[src/rtl/vmon_pkg.sv]
package vmon_pkg;

  typedef logic [7:0] code_t;

  // Bounds keep only the upper six bits of a code.
  localparam int    KEEP_W   = 6;
  localparam int    DROP_W   = 8 - KEEP_W;
  localparam code_t LO_RESET = 8'h00;
  localparam code_t HI_RESET = 8'hFC;

  // Register map (byte addresses)
  localparam int LO_BASE  = 0;
  localparam int HI_BASE  = 16;
  localparam int ALM_BASE = 32;
  localparam int DIV_BASE = 40;

  // Channel flagged as passing through an internal halving divider
  function automatic logic halved_input(input int idx, input int nch, input bit ext);
    return (idx < nch) && ((idx == 0) || (ext && ((idx == 9) || (idx == 10))));
  endfunction

endpackage

[src/rtl/vmon_limit_bank.sv]
module vmon_limit_bank #(
  parameter int NUM_CH = 11,
  parameter int ADDR_W = 6
) (
  input  logic                  clk,
  input  logic                  rst_n,
  input  logic                  wr_en,
  input  logic [ADDR_W-1:0]     wr_addr,
  input  logic [7:0]            wr_data,
  output logic [NUM_CH*8-1:0]   lo_flat,
  output logic [NUM_CH*8-1:0]   hi_flat
);
  import vmon_pkg::*;

  localparam logic [KEEP_W-1:0] LO_RST_K = LO_RESET[7:DROP_W];
  localparam logic [KEEP_W-1:0] HI_RST_K = HI_RESET[7:DROP_W];

  for (genvar i = 0; i < NUM_CH; i++) begin : g_ch
    logic [KEEP_W-1:0] lo_q;
    logic [KEEP_W-1:0] hi_q;
    logic              lo_hit;
    logic              hi_hit;

    assign lo_hit = wr_en && (wr_addr == ADDR_W'(LO_BASE + i));
    assign hi_hit = wr_en && (wr_addr == ADDR_W'(HI_BASE + i));

    always_ff @(posedge clk or negedge rst_n) begin
      if (!rst_n) begin
        lo_q <= LO_RST_K;
        hi_q <= HI_RST_K;
      end else begin
        if (lo_hit) lo_q <= wr_data[7:DROP_W];
        if (hi_hit) hi_q <= wr_data[7:DROP_W];
      end
    end

    assign lo_flat[i*8 +: 8] = {lo_q, {DROP_W{1'b0}}};
    assign hi_flat[i*8 +: 8] = {hi_q, {DROP_W{1'b0}}};
  end

endmodule

[src/rtl/vmon_window_cmp.sv]
module vmon_window_cmp #(
  parameter int NUM_CH = 11,
  parameter int CH_W   = 4
) (
  input  logic                  take,
  input  logic [CH_W-1:0]       chan,
  input  logic [7:0]            code,
  input  logic [NUM_CH*8-1:0]   lo_flat,
  input  logic [NUM_CH*8-1:0]   hi_flat,
  output logic [NUM_CH-1:0]     hit
);

  for (genvar i = 0; i < NUM_CH; i++) begin : g_cmp
    logic [7:0] lo;
    logic [7:0] hi;
    logic       sel;
    assign lo  = lo_flat[i*8 +: 8];
    assign hi  = hi_flat[i*8 +: 8];
    assign sel = take && (chan == CH_W'(i));
    assign hit[i] = sel && ((code < lo) || (code > hi));
  end

endmodule

[src/rtl/vmon_alarm_reg.sv]
module vmon_alarm_reg #(
  parameter int NUM_CH = 11
) (
  input  logic              clk,
  input  logic              rst_n,
  input  logic [NUM_CH-1:0] set_vec,
  input  logic [NUM_CH-1:0] clr_vec,
  output logic [NUM_CH-1:0] alarm_q
);

  // Setting wins over a clear in the same cycle.
  always_ff @(posedge clk or negedge rst_n) begin
    if (!rst_n) alarm_q <= '0;
    else        alarm_q <= (alarm_q & ~clr_vec) | set_vec;
  end

endmodule

[src/rtl/vmon_window_alarm.sv]
module vmon_window_alarm #(
  parameter int NUM_CH   = 11,
  parameter bit EXTENDED = 1'b1,
  parameter int CH_W     = 4,
  parameter int ADDR_W   = 6
) (
  input  logic               clk,
  input  logic               rst_n,
  input  logic               smp_valid,
  output logic               smp_ready,
  input  logic [CH_W-1:0]    smp_chan,
  input  logic [7:0]         smp_code,
  input  logic               reg_wr,
  input  logic               reg_rd,
  input  logic [ADDR_W-1:0]  reg_addr,
  input  logic [7:0]         reg_wdata,
  output logic [7:0]         reg_rdata,
  output logic               reg_rvalid,
  output logic [NUM_CH-1:0]  alarm_o
);
  import vmon_pkg::*;

  localparam int NBYTES = (NUM_CH + 7) / 8;
  localparam int PAD_W  = NBYTES * 8;

  logic                ready_q;
  logic                take;
  logic [NUM_CH*8-1:0] lo_flat;
  logic [NUM_CH*8-1:0] hi_flat;
  logic [NUM_CH-1:0]   hit_vec;
  logic [NUM_CH-1:0]   clr_vec;
  logic [NUM_CH-1:0]   alarm_q;
  logic [PAD_W-1:0]    alarm_pad;
  logic [PAD_W-1:0]    div_pad;
  logic [PAD_W-1:0]    clr_pad;
  logic [7:0]          rd_mux;
  logic [7:0]          rdata_q;
  logic                rvalid_q;

  // Stream acceptance: ready from the first edge after reset release
  always_ff @(posedge clk or negedge rst_n) begin
    if (!rst_n) ready_q <= 1'b0;
    else        ready_q <= 1'b1;
  end
  assign smp_ready = ready_q;
  assign take      = smp_valid && ready_q;

  vmon_limit_bank #(.NUM_CH(NUM_CH), .ADDR_W(ADDR_W)) u_bank (
    .clk     (clk),
    .rst_n   (rst_n),
    .wr_en   (reg_wr),
    .wr_addr (reg_addr),
    .wr_data (reg_wdata),
    .lo_flat (lo_flat),
    .hi_flat (hi_flat)
  );

  vmon_window_cmp #(.NUM_CH(NUM_CH), .CH_W(CH_W)) u_cmp (
    .take    (take),
    .chan    (smp_chan),
    .code    (smp_code),
    .lo_flat (lo_flat),
    .hi_flat (hi_flat),
    .hit     (hit_vec)
  );

  vmon_alarm_reg #(.NUM_CH(NUM_CH)) u_alarm (
    .clk     (clk),
    .rst_n   (rst_n),
    .set_vec (hit_vec),
    .clr_vec (clr_vec),
    .alarm_q (alarm_q)
  );

  // Padded status vectors
  for (genvar b = 0; b < PAD_W; b++) begin : g_pad
    if (b < NUM_CH) begin : g_live
      assign alarm_pad[b] = alarm_q[b];
    end else begin : g_zero
      assign alarm_pad[b] = 1'b0;
    end
    assign div_pad[b] = halved_input(b, NUM_CH, EXTENDED);
  end

  // Clear mask from status-byte reads
  for (genvar k = 0; k < NBYTES; k++) begin : g_clr
    assign clr_pad[k*8 +: 8] =
      {8{reg_rd && (reg_addr == ADDR_W'(ALM_BASE + k))}};
  end
  assign clr_vec = clr_pad[NUM_CH-1:0];

  // Read multiplexer
  always_comb begin
    rd_mux = 8'h00;
    for (int i = 0; i < NUM_CH; i++) begin
      if (reg_addr == ADDR_W'(LO_BASE + i)) rd_mux = lo_flat[i*8 +: 8];
      if (reg_addr == ADDR_W'(HI_BASE + i)) rd_mux = hi_flat[i*8 +: 8];
    end
    for (int k = 0; k < NBYTES; k++) begin
      if (reg_addr == ADDR_W'(ALM_BASE + k)) rd_mux = alarm_pad[k*8 +: 8];
      if (reg_addr == ADDR_W'(DIV_BASE + k)) rd_mux = div_pad[k*8 +: 8];
    end
  end

  always_ff @(posedge clk or negedge rst_n) begin
    if (!rst_n) begin
      rdata_q  <= 8'h00;
      rvalid_q <= 1'b0;
    end else begin
      rvalid_q <= reg_rd;
      if (reg_rd) rdata_q <= rd_mux;
    end
  end

  assign reg_rdata  = rdata_q;
  assign reg_rvalid = rvalid_q;
  assign alarm_o    = alarm_q;

endmodule

[config.mk]
export PLATFORM = sky130hd
export DESIGN_NAME = vmon_window_alarm
export DESIGN_NICKNAME = d
export VERILOG_FILES = /design/src/rtl/vmon_pkg.sv /design/src/rtl/vmon_limit_bank.sv /design/src/rtl/vmon_window_cmp.sv /design/src/rtl/vmon_alarm_reg.sv /design/src/rtl/vmon_window_alarm.sv
export SDC_FILE = /design/constraint.sdc
export NUM_CORES = 1
export LEC_CHECK = 0
export ABC_CLOCK_PERIOD_IN_PS = 2700
export CAP_MARGIN = 20
export CORE_UTILIZATION = 39
export CTS_CLUSTER_DIAMETER = 120
export DETAILED_ROUTE_END_ITERATION = 12
export DONT_BUFFER_PORTS = 1
export GPL_ROUTABILITY_DRIVEN = 0
export PLACE_DENSITY = 0.51
export SLEW_MARGIN = 25
export SYNTH_ARGS = -nofsm -noshare
export SYNTH_HDL_FRONTEND = slang
export SYNTH_SLANG_ARGS = --single-unit
[constraint.sdc]
create_clock -name clk -period 2.7 [get_ports clk]
set_input_delay 0.54 -clock clk [delete_from_list [all_inputs] [get_ports clk]]
set_output_delay 0.54 -clock clk [all_outputs]
set_load 0.05 [all_outputs]
After elaboration in Yosys (flattened, before gate mapping)

Index checks and enable logic that the tools add are counted.

Output and inout port bits: 21
Logic and storage cells: 172
Bits in registers: 153
Memories: 0
Memory bits (writable): 0
Latch bits: 0
Bits in read-only memories: 0

$lt $le $gt $ge: 22
Reductions and logical operators: 60
Multiply operators: 0
Add/subtract/negate cells: 0
Div/mod/pow operators: 0
Shift operators: 0
Equal/unequal tests: 35
Muxes and demuxes: 26
Bitwise operators: 3

Operators with widths:

| operator             | count |
|---|---|
| $mux W8              | 26 |
| $gt A8 B8 Y1         | 11 |
| $lt A8 B8 Y1         | 11 |
| $eq A6 B5 Y1 const B | 11 |
| $logic_and A1 B1 Y1  | 47 |
| $eq A6 B3 Y1 const B | 4 |
| $eq A6 B6 Y1 const B | 4 |
| $eq A6 B4 Y1 const B | 3 |
| $eq A4 B3 Y1 const B | 4 |
| $eq A4 B4 Y1 const B | 3 |
| $eq A6 B2 Y1 const B | 2 |
| $and A11 B11 Y11     | 1 |
| $logic_or A1 B1 Y1   | 11 |
| $not A11 Y11         | 1 |
| $or A11 B11 Y11      | 1 |
| $eq A4 B2 Y1 const B | 2 |
| $eq A6 B1 Y1 const B | 1 |
| $logic_not A6 Y1     | 1 |
| $eq A4 B1 Y1 const B | 1 |
| $logic_not A4 Y1     | 1 |

Logic depth before layout (Yosys ltp)

Gate-level depths: netlist (run 1).

Word-level depth: 27
Mapped depth: 10

Cells and area by module

From an unflattened synthesis (run 1), not the netlist that was laid out.

Cells, all modules: 1,314
Area, all modules: 12,389.4 um2

Modules (own cells, without submodules):

| module            | cells an instance | times used | area each (um2) |
|---|---|---|---|
| vmon_limit_bank   | 359               | 1          | 5,504.0 |
| vmon_window_cmp   | 588               | 1          | 4,164.0 |
| vmon_window_alarm | 334               | 1          | 2,322.2 |
| vmon_alarm_reg    | 33                | 1          | 399.1 |

Least setup slack after synthesis (run 1)

OpenSTA, ideal clock, no wires.

Path type: input port to flip-flop
Start point: input port reg_addr[2]
End point: register rdata_q[7] (netlist: reg_rdata[7])
Path slack: 261 ps
Path buffers: 2
Data arrival time: 2,358 ps
Cell stages on the path: 9
Cell sequence: buf_6 or4b_1 buf_6 nor2_8 a221oi_2 a211oi_2 a211oi_1 or4_1 a31oi_1

Longest elaborated chain between the ends: 27

Ends and longest elaborated chain:

| item                 | line                     | RTL |
|---|---|---|
| from (decl)          | vmon_window_alarm.sv:15  | `input logic [ADDR_W-1:0] reg_addr,` |
| $logic_not A6 Y1     | vmon_window_alarm.sv:96  | `if (reg_addr == ADDR_W'(LO_BASE + i)) rd_mux = lo_flat[i*8 +: 8];` |
| $mux W8              | vmon_window_alarm.sv:96  |  |
| $mux W8              | vmon_window_alarm.sv:97  | `if (reg_addr == ADDR_W'(HI_BASE + i)) rd_mux = hi_flat[i*8 +: 8];` |
| $mux W8              | vmon_window_alarm.sv:96  |  |
| $mux W8              | vmon_window_alarm.sv:97  |  |
| $mux W8              | vmon_window_alarm.sv:96  |  |
| $mux W8              | vmon_window_alarm.sv:97  |  |
| $mux W8              | vmon_window_alarm.sv:96  |  |
| [... 11 more ...]    | --                       |  |
| $mux W8              | vmon_window_alarm.sv:96  |  |
| $mux W8              | vmon_window_alarm.sv:97  |  |
| $mux W8              | vmon_window_alarm.sv:96  |  |
| $mux W8              | vmon_window_alarm.sv:97  |  |
| $mux W8              | vmon_window_alarm.sv:100 | `if (reg_addr == ADDR_W'(ALM_BASE + k)) rd_mux = alarm_pad[k*8 +: 8];` |
| $mux W8              | vmon_window_alarm.sv:101 | `if (reg_addr == ADDR_W'(DIV_BASE + k)) rd_mux = div_pad[k*8 +: 8];` |
| $mux W8              | vmon_window_alarm.sv:100 |  |
| $mux W8 *            | vmon_window_alarm.sv:101 |  |
| to (signal assigned) | vmon_window_alarm.sv:111 | `if (reg_rd) rdata_q <= rd_mux;` |
| to (decl)            | vmon_window_alarm.sv:37  | `logic [7:0] rdata_q;` |

Every way passes the cells marked *; elsewhere a longest branch is shown, timed or not.
A chain may end at the register's enable or synchronous reset.

Worst setup path after layout (run 1)

Start point: register u_bank.g_ch[6].hi_q[1]
End point: register u_alarm.alarm_q[6]

Longest elaborated chain between the ends: 4

Ends and longest elaborated chain:

| item                   | line                  | RTL |
|---|---|---|
| from (decl)            | vmon_limit_bank.sv:20 | `logic [KEEP_W-1:0] hi_q;` |
| from (signal assigned) | vmon_limit_bank.sv:33 | `if (hi_hit) hi_q <= wr_data[7:DROP_W];` |
| $gt A8 B8 Y1           | vmon_window_cmp.sv:20 | `assign hit[i] = sel && ((code < lo) \|\| (code > hi));` |
| $logic_or A1 B1 Y1     | vmon_window_cmp.sv:20 |  |
| $logic_and A1 B1 Y1    | vmon_window_cmp.sv:20 |  |
| $or A11 B11 Y11        | vmon_alarm_reg.sv:14  | `else alarm_q <= (alarm_q & ~clr_vec) \| set_vec;` |
| to (signal assigned)   | vmon_alarm_reg.sv:14  |  |
| to (decl)              | vmon_alarm_reg.sv:8   | `output logic [NUM_CH-1:0] alarm_q` |

No other way between the ends.

==> results of run 1 <==
==> path summary, 6_finish.rpt <==
kind	startpoint	endpoint	slack [ps]	cells after the start
min in group clk	reg_rd	reg_rvalid$_DFF_PN0_	140	0
setup / recovery	u_bank.g_ch[6].hi_q[1]$_DFFE_PN1P_	u_alarm.alarm_q[6]$_DFF_PN0_	370	9
setup reg to reg	u_bank.g_ch[6].hi_q[1]$_DFFE_PN1P_	u_alarm.alarm_q[6]$_DFF_PN0_	370	9
hold reg to reg	u_bank.g_ch[6].lo_q[1]$_DFFE_PN0P_	u_bank.g_ch[6].lo_q[1]$_DFFE_PN0P_	510	1
max in group asynchronous	rst_n	u_bank.g_ch[4].lo_q[3]$_DFFE_PN0P_	2350	0
hold / removal	rst_n	u_bank.g_ch[2].lo_q[2]$_DFFE_PN0P_	-180	0
==> power breakdown <==
group	internal, uW	switching (uW)	leakage, uW
clock	1310	1020	0.000274
sequential	2710	509	0.00183
combinational	652	646	0.00285
==> state kept, by name, summed over array words and instances (netlist names) <==
name              cells
u_bank.g_ch.hi_q     66
u_bank.g_ch.lo_q     66
u_alarm.alarm_q      11
reg_rdata             8
reg_rvalid            1
smp_ready             1
==> layer usage <==
metal | track usage | part of all wire
met5 | 0 | 0
met4 | 0.06298 | 0.014
met3 | 0.05042 | 0.062
met2 | 0.3989 | 0.45
met1 | 0.3661 | 0.48
==> cells in the mapped netlist, types with 18 or more instances <==
cell type,number,area [um2]
a21oi_1,42,210.2
dfstp_2,66,1734
inv_1,116,435.4
dfrtp_1,87,2177
mux2_2,132,1486
o21ai_0,69,345.3
nand3_1,18,90.09
ha_1,121,1514
o22ai_1,19,118.9
nor2_1,55,206.5
clkbuf_1,25,93.84
nand2_1,58,217.7
o21a_1,28,210.2
==> worst max-delay path, cell delays in order, from the launching register on <==
cell and delay, ps:
dfstp_2 560, inv_1 50, ha_1 270, nor2b_1 130
o21a_1 150, o21ai_0 140, nand2b_1 70, a211oi_1 270
o22ai_1 250, a32o_1 320
==> through the flow <==
stage | worst slack (ps) | hold WS, ps | utilization | instance area (um2)
after CTS | 375.7 | -206.3 | 0.4392 | 11510
final | 373.1 | -175.5 | 0.4392 | 11510
after global routing | 294.8 | -200.2 | 0.4392 | 11510
after detailed placement | 71.51 | 259.1 | 0.4177 | 10950
after floorplan | 260.6 | 244.4 | - | 10450
after global placement | 89.50 | 258.5 | 0.4177 | 10950
==> cell type report <==
type	count	area [um2]	area share
Clock buffer	23	500.5	0.04348
Sequential cell	153	3911	0.3398
Timing Repair Buffer	29	230.2	0.02000
Clock inverter	9	62.56	0.005435
Tap cell	335	419.2	0.03642
Inverter	117	439.2	0.03816
Multi-Input combinational cell	738	5947	0.5167
==> cell families after synthesis <==
| logic type | after synthesis | synth area share |
|---|---|---|
| other | 1 | 0.0003588 |
| AND/OR/NAND/NOR | 218 | 0.1104 |
| multiplexers | 138 | 0.1480 |
| buffers and inverters | 153 | 0.05686 |
| AO/OA/AOI/OAI | 260 | 0.1654 |
| adder cells (fa/ha/maj) | 121 | 0.1448 |
| flip-flops | 153 | 0.3742 |
==> impl_results.md, run 1 <==
* Status: complete, but fails checks
* Failing checks: design-rule violations, negative hold slack
* Total number of vias at 8,271
* Post-CTS setup buffer count at 0
* CTS max path bufs at 2
* Final ANT Viol Nets at 0
* Mapped Cells at 1,044
* I/O pin count at 52
* CTS tree: done
* Unrepaired setup endpoints after global routing: false
* Via count of the first global-routing pass at 8,125
* Period minus WS final at 2327 ps
* Required @ worst endpoint at 3020 ps
* Distinct cells, synth at 73
* Wirelength per Cell at 24.35 um
* Nets@finish at 1,208
* H-tree lvl count at 4
* Pwr Total at 6854 uW
* Area delta synth->final at 10.12%
* Layout cells sized above 1 at 0.2479
* Fin. max-slew vios at 0
* CP max FO at 3
* Vias per cell at 5.891
* First-pass GRT wire length at 52.51 mm
* Startpoint types: register
* Final routed DRC violation total at 12
* Most used DFF post-synth: dfrtp_1
* Clock transition at the registers of the reported paths at 70 ps
* Worst skew pair latency at 430 ps
* Detailed-placement wirelength estimate at 23.62 mm
* Leak Pwr at 0.004951 uW
* Pre-antenna DRT Iters at 9
* Gr ovfl total at 0
* Seq/Total Area, Yosys at 0.3742
* Fmax achieved at 429.8 MHz
* Final count of hold timing violations at 87
* Starting Density at 0.3989
* Register bit total from synthesis at 153
* Number of diodes at 0
* Total Wirelength at 34.19 mm
* Worst slew pin tran at 681.8 ps
* Root Buffer: clkbuf_16
* Critical path class: reg -> reg
* Std cell rows at 59
* Final clock skew at 11.74 ps
* Number of flops mapped to enable cells by yosys at 0
* Most frequent cells in the layout: mux2_2 (132), ha_1 (121), inv_1 (116)
* Maxcap violations at 0
* Leading cell type in the layout, fill and taps excluded: mux2_2
* Port buffer count at 0
* CTS buffer count at 17
* Die height at 165.7 um
* Max rail drop VDD at 0.0003955 V
* Synthesized cell area at 10,450 um2
* Post-route setup TNS at 0 ps
* Initial antenna violation count at 0
* Post_cts resized at 0
* Fin crit share at 0.8618
* Largest net degree at the start of global routing at 154
* PD cells at 595.5 nW/um2
* Fillers at 2,516
* Total track usage at 0.2569
* Syn nets at 1,196
* Mean Syn Cell Area at 10.01 um2
* Yosys synthesis warning count at 0
* Die extent in x at 165.7 um
* Placed cells at 1,372
* Fin Hold WS at -175.5 ps
* Die area at 27,460 um2
* Endpoints failing setup at 0
* Min-delay worst type: in -> async
* Async set-reset flop share out of synthesis at 1.000
* Worst EP arrival at 2650 ps
* Initial drt markers at 626
* Crit. End Element: register
* Slew HR at 0.5337
* CTS Sinks at 153
* CORE AREA at 26,210 um2
* Final std cells w/o fill at 1,404
Note: power is estimated with default switching activity, not from simulation.
==> inputs of run 2 (changes only) <==
--- a/config.mk
+++ b/config.mk
@@ -7,13 +7,15 @@
 export LEC_CHECK = 0
 export ABC_CLOCK_PERIOD_IN_PS = 2700
 export CAP_MARGIN = 20
-export CORE_UTILIZATION = 39
+export CORE_UTILIZATION = 35
+export CTS_BUF_LIST = sky130_fd_sc_hd__clkbuf_16
 export CTS_CLUSTER_DIAMETER = 120
 export DETAILED_ROUTE_END_ITERATION = 12
 export DONT_BUFFER_PORTS = 1
 export GPL_ROUTABILITY_DRIVEN = 0
-export PLACE_DENSITY = 0.51
+export PLACE_DENSITY = 0.47
 export SLEW_MARGIN = 25
 export SYNTH_ARGS = -nofsm -noshare
 export SYNTH_HDL_FRONTEND = slang
 export SYNTH_SLANG_ARGS = --single-unit
+export TNS_END_PERCENT = 30
==> run 2 against run 1 <==
  * The run ends with negative hold slack left
  * Clock-buffer cell count fell by 4
  * Setup slack worse by 58 ps
  * Total power is 3.3% higher
  * Cell count is 3.9% higher
  * Worst hold slack got worse by 11 ps
  * Wire length grew 3.2%
  * Utilization is 3.7 points lower
  * First-iteration DRC count up 9.3%
  * Register-to-register slack got worse by 60 ps
  * Clock power rose by 9.4%
  * Combinational power is essentially flat
  * Sequential power is essentially flat
  * Highest routed layer unchanged
==> impl_results.md, run 2 (same netlist as run 1, synthesis figures left out) <==
* CP Cell Sequence: inv_1 > ha_1 > nor2b_1 > o21a_1 > o21ai_0 > nand2b_1 > a211oi_1 > o22ai_1 > a32o_1
* Status: complete, but fails checks
* CTS buffer count at 17
* Fin. max-slew vios at 0
* Final std cells w/o fill at 1,459
* Std cell rows at 62
* Worst slew pin tran at 692.3 ps
* PD cells at 607.3 nW/um2
* Endpoints failing setup at 0
* Wirelength per Cell at 24.18 um
* Biggest regs: u_bank.g_ch.hi_q: 66 flops, u_bank.g_ch.lo_q: 66 flops, u_alarm.alarm_q: 11 flops
* Total Wirelength at 35.27 mm
* Most frequent cells in the layout: mux2_2 (132), ha_1 (121), inv_1 (118)
* Worst skew pair latency at 430 ps
* Final count of hold timing violations at 87
* Final clock skew at 12.65 ps
* Period minus WS final at 2385 ps
* Maxcap violations at 0
* Nets@finish at 1,214
* Fillers at 2,898
* Die extent in x at 174.8 um
* Vias per cell at 5.629
* Die area at 30,560 um2
* Layout cells sized above 1 at 0.2521
* Total number of vias at 8,213
* I/O pin count at 52
* Post-place setup slack at -0.9974 ps
* CP max FO at 3
* Startpoint types: register
* Post-CTS setup buffer count at 0
* Post_cts resized at 0
* Util after Layout at 0.4017
* CTS Sinks at 153
* CTS tree: done
* Clock transition at the registers of the reported paths at 70 ps
* Die height at 174.8 um
* Fin crit share at 0.8832
* Final ANT Viol Nets at 0
* Gr ovfl total at 0
* First-pass GRT wire length at 53.48 mm
* R2R Setup Slk at 320 ps
* Initial drt markers at 684
* Detailed-placement wirelength estimate at 24.77 mm
* Number of diodes at 0
* Via count of the first global-routing pass at 8,111
* Placed cells at 1,427
* Initial antenna violation count at 1
* Fin Hold WS at -186.1 ps
* Slew HR at 0.5266
* Largest net degree at the start of global routing at 154
* H-tree lvl count at 4
* Fmax achieved at 419.4 MHz
* Port buffer count at 0
* Crit. End Element: register
* Final worst slack at 315.4 ps
* Critical path class: reg -> reg
* Total track usage at 0.2378
* Critical Path Slowest Stage Cell: dfstp_2
* Required @ worst endpoint at 3020 ps
* Root Buffer: clkbuf_16
* Area delta synth->final at 11.50%
* Worst EP arrival at 2710 ps
* Multi-input logic area at 5947 um2
* Unrepaired setup endpoints after global routing: false
* Starting Density at 0.3603
* Max rail drop VDD at 0.0004354 V
* Final routed DRC violation total at 0
* Leak Pwr at 0.005011 uW
* Failing checks: negative hold slack
* CORE AREA at 29,010 um2
* Min-delay worst type: in -> async
* Leading cell type in the layout, fill and taps excluded: mux2_2
* CP peak stage delay at 560 ps
* Register area at 3911 um2
* CTS max path bufs at 2
* Pre-antenna DRT Iters at 5
* Pwr Total at 7077 uW
## run 2: metal layers
layer | part of all wire | global-route usage | wire (um) | vias up
li1 | - | - | - | 3852
met1 | 0.48 | 0.3310 | 16990 | 4151
met3 | 0.045 | 0.04221 | 1586 | 26
met4 | 0.012 | 0.05036 | 437 | 0
met2 | 0.46 | 0.3839 | 16260 | 184
met5 | 0 | 0 | 0 | -
## run 2: cell type report
class / instances / area share
inverter: 117 / 0.03768
multi-input combinational: 738 / 0.5103
sequential: 153 / 0.3356
clock buffer: 19 / 0.04079
timing repair buffer: 35 / 0.02254
clock inverter: 13 / 0.01192
tap: 384 / 0.04122
## run 2: report_power, final
group          leakage, uW  total (uW)  switching (uW)  internal [uW]
Combinational      0.00287        1290             640            652
Clock             0.000309        2560            1080           1480
Sequential         0.00183        3230             516           2710
Total              0.00501        7080            2240           4840
## run 2: critical path: cells and delay by family, from the launching register on
| family | cells | cell delay (ps) |
|---|---|---|
| adder cells (fa/ha/maj) | 1 | 280 |
| AO/OA/AOI/OAI | 5 | 1180 |
| AND/OR/NAND/NOR | 2 | 210 |
| buffers and inverters | 1 | 50 |
| flip-flops | 1 | 560 |
## run 2: worst paths after layout
| kind | start | to | cells past startpoint |
|---|---|---|---|
| worst max register to register | u_bank.g_ch[6].hi_q[1]$_DFFE_PN1P_ | u_alarm.alarm_q[6]$_DFF_PN0_ | 9 |
| worst min-delay path | rst_n | u_bank.g_ch[7].lo_q[0]$_DFFE_PN0P_ | 0 |
| worst min register to register | u_bank.g_ch[3].lo_q[4]$_DFFE_PN0P_ | u_bank.g_ch[3].lo_q[4]$_DFFE_PN0P_ | 1 |
| max in group asynchronous | rst_n | u_bank.g_ch[8].hi_q[2]$_DFFE_PN1P_ | 0 |
| min in group clk | reg_rd | reg_rvalid$_DFF_PN0_ | 0 |
| worst max-delay path | u_bank.g_ch[6].hi_q[1]$_DFFE_PN1P_ | u_alarm.alarm_q[6]$_DFF_PN0_ | 9 |
## run 2: through the flow
step	setup TNS (ps)	instance area, um2
3_5_place_dp	-0.9974	11040
6_report	0	11650
4_1_cts	0	11650
2_1_floorplan	0	10450
3_3_place_gp	0	11040
5_1_grt	0	11650
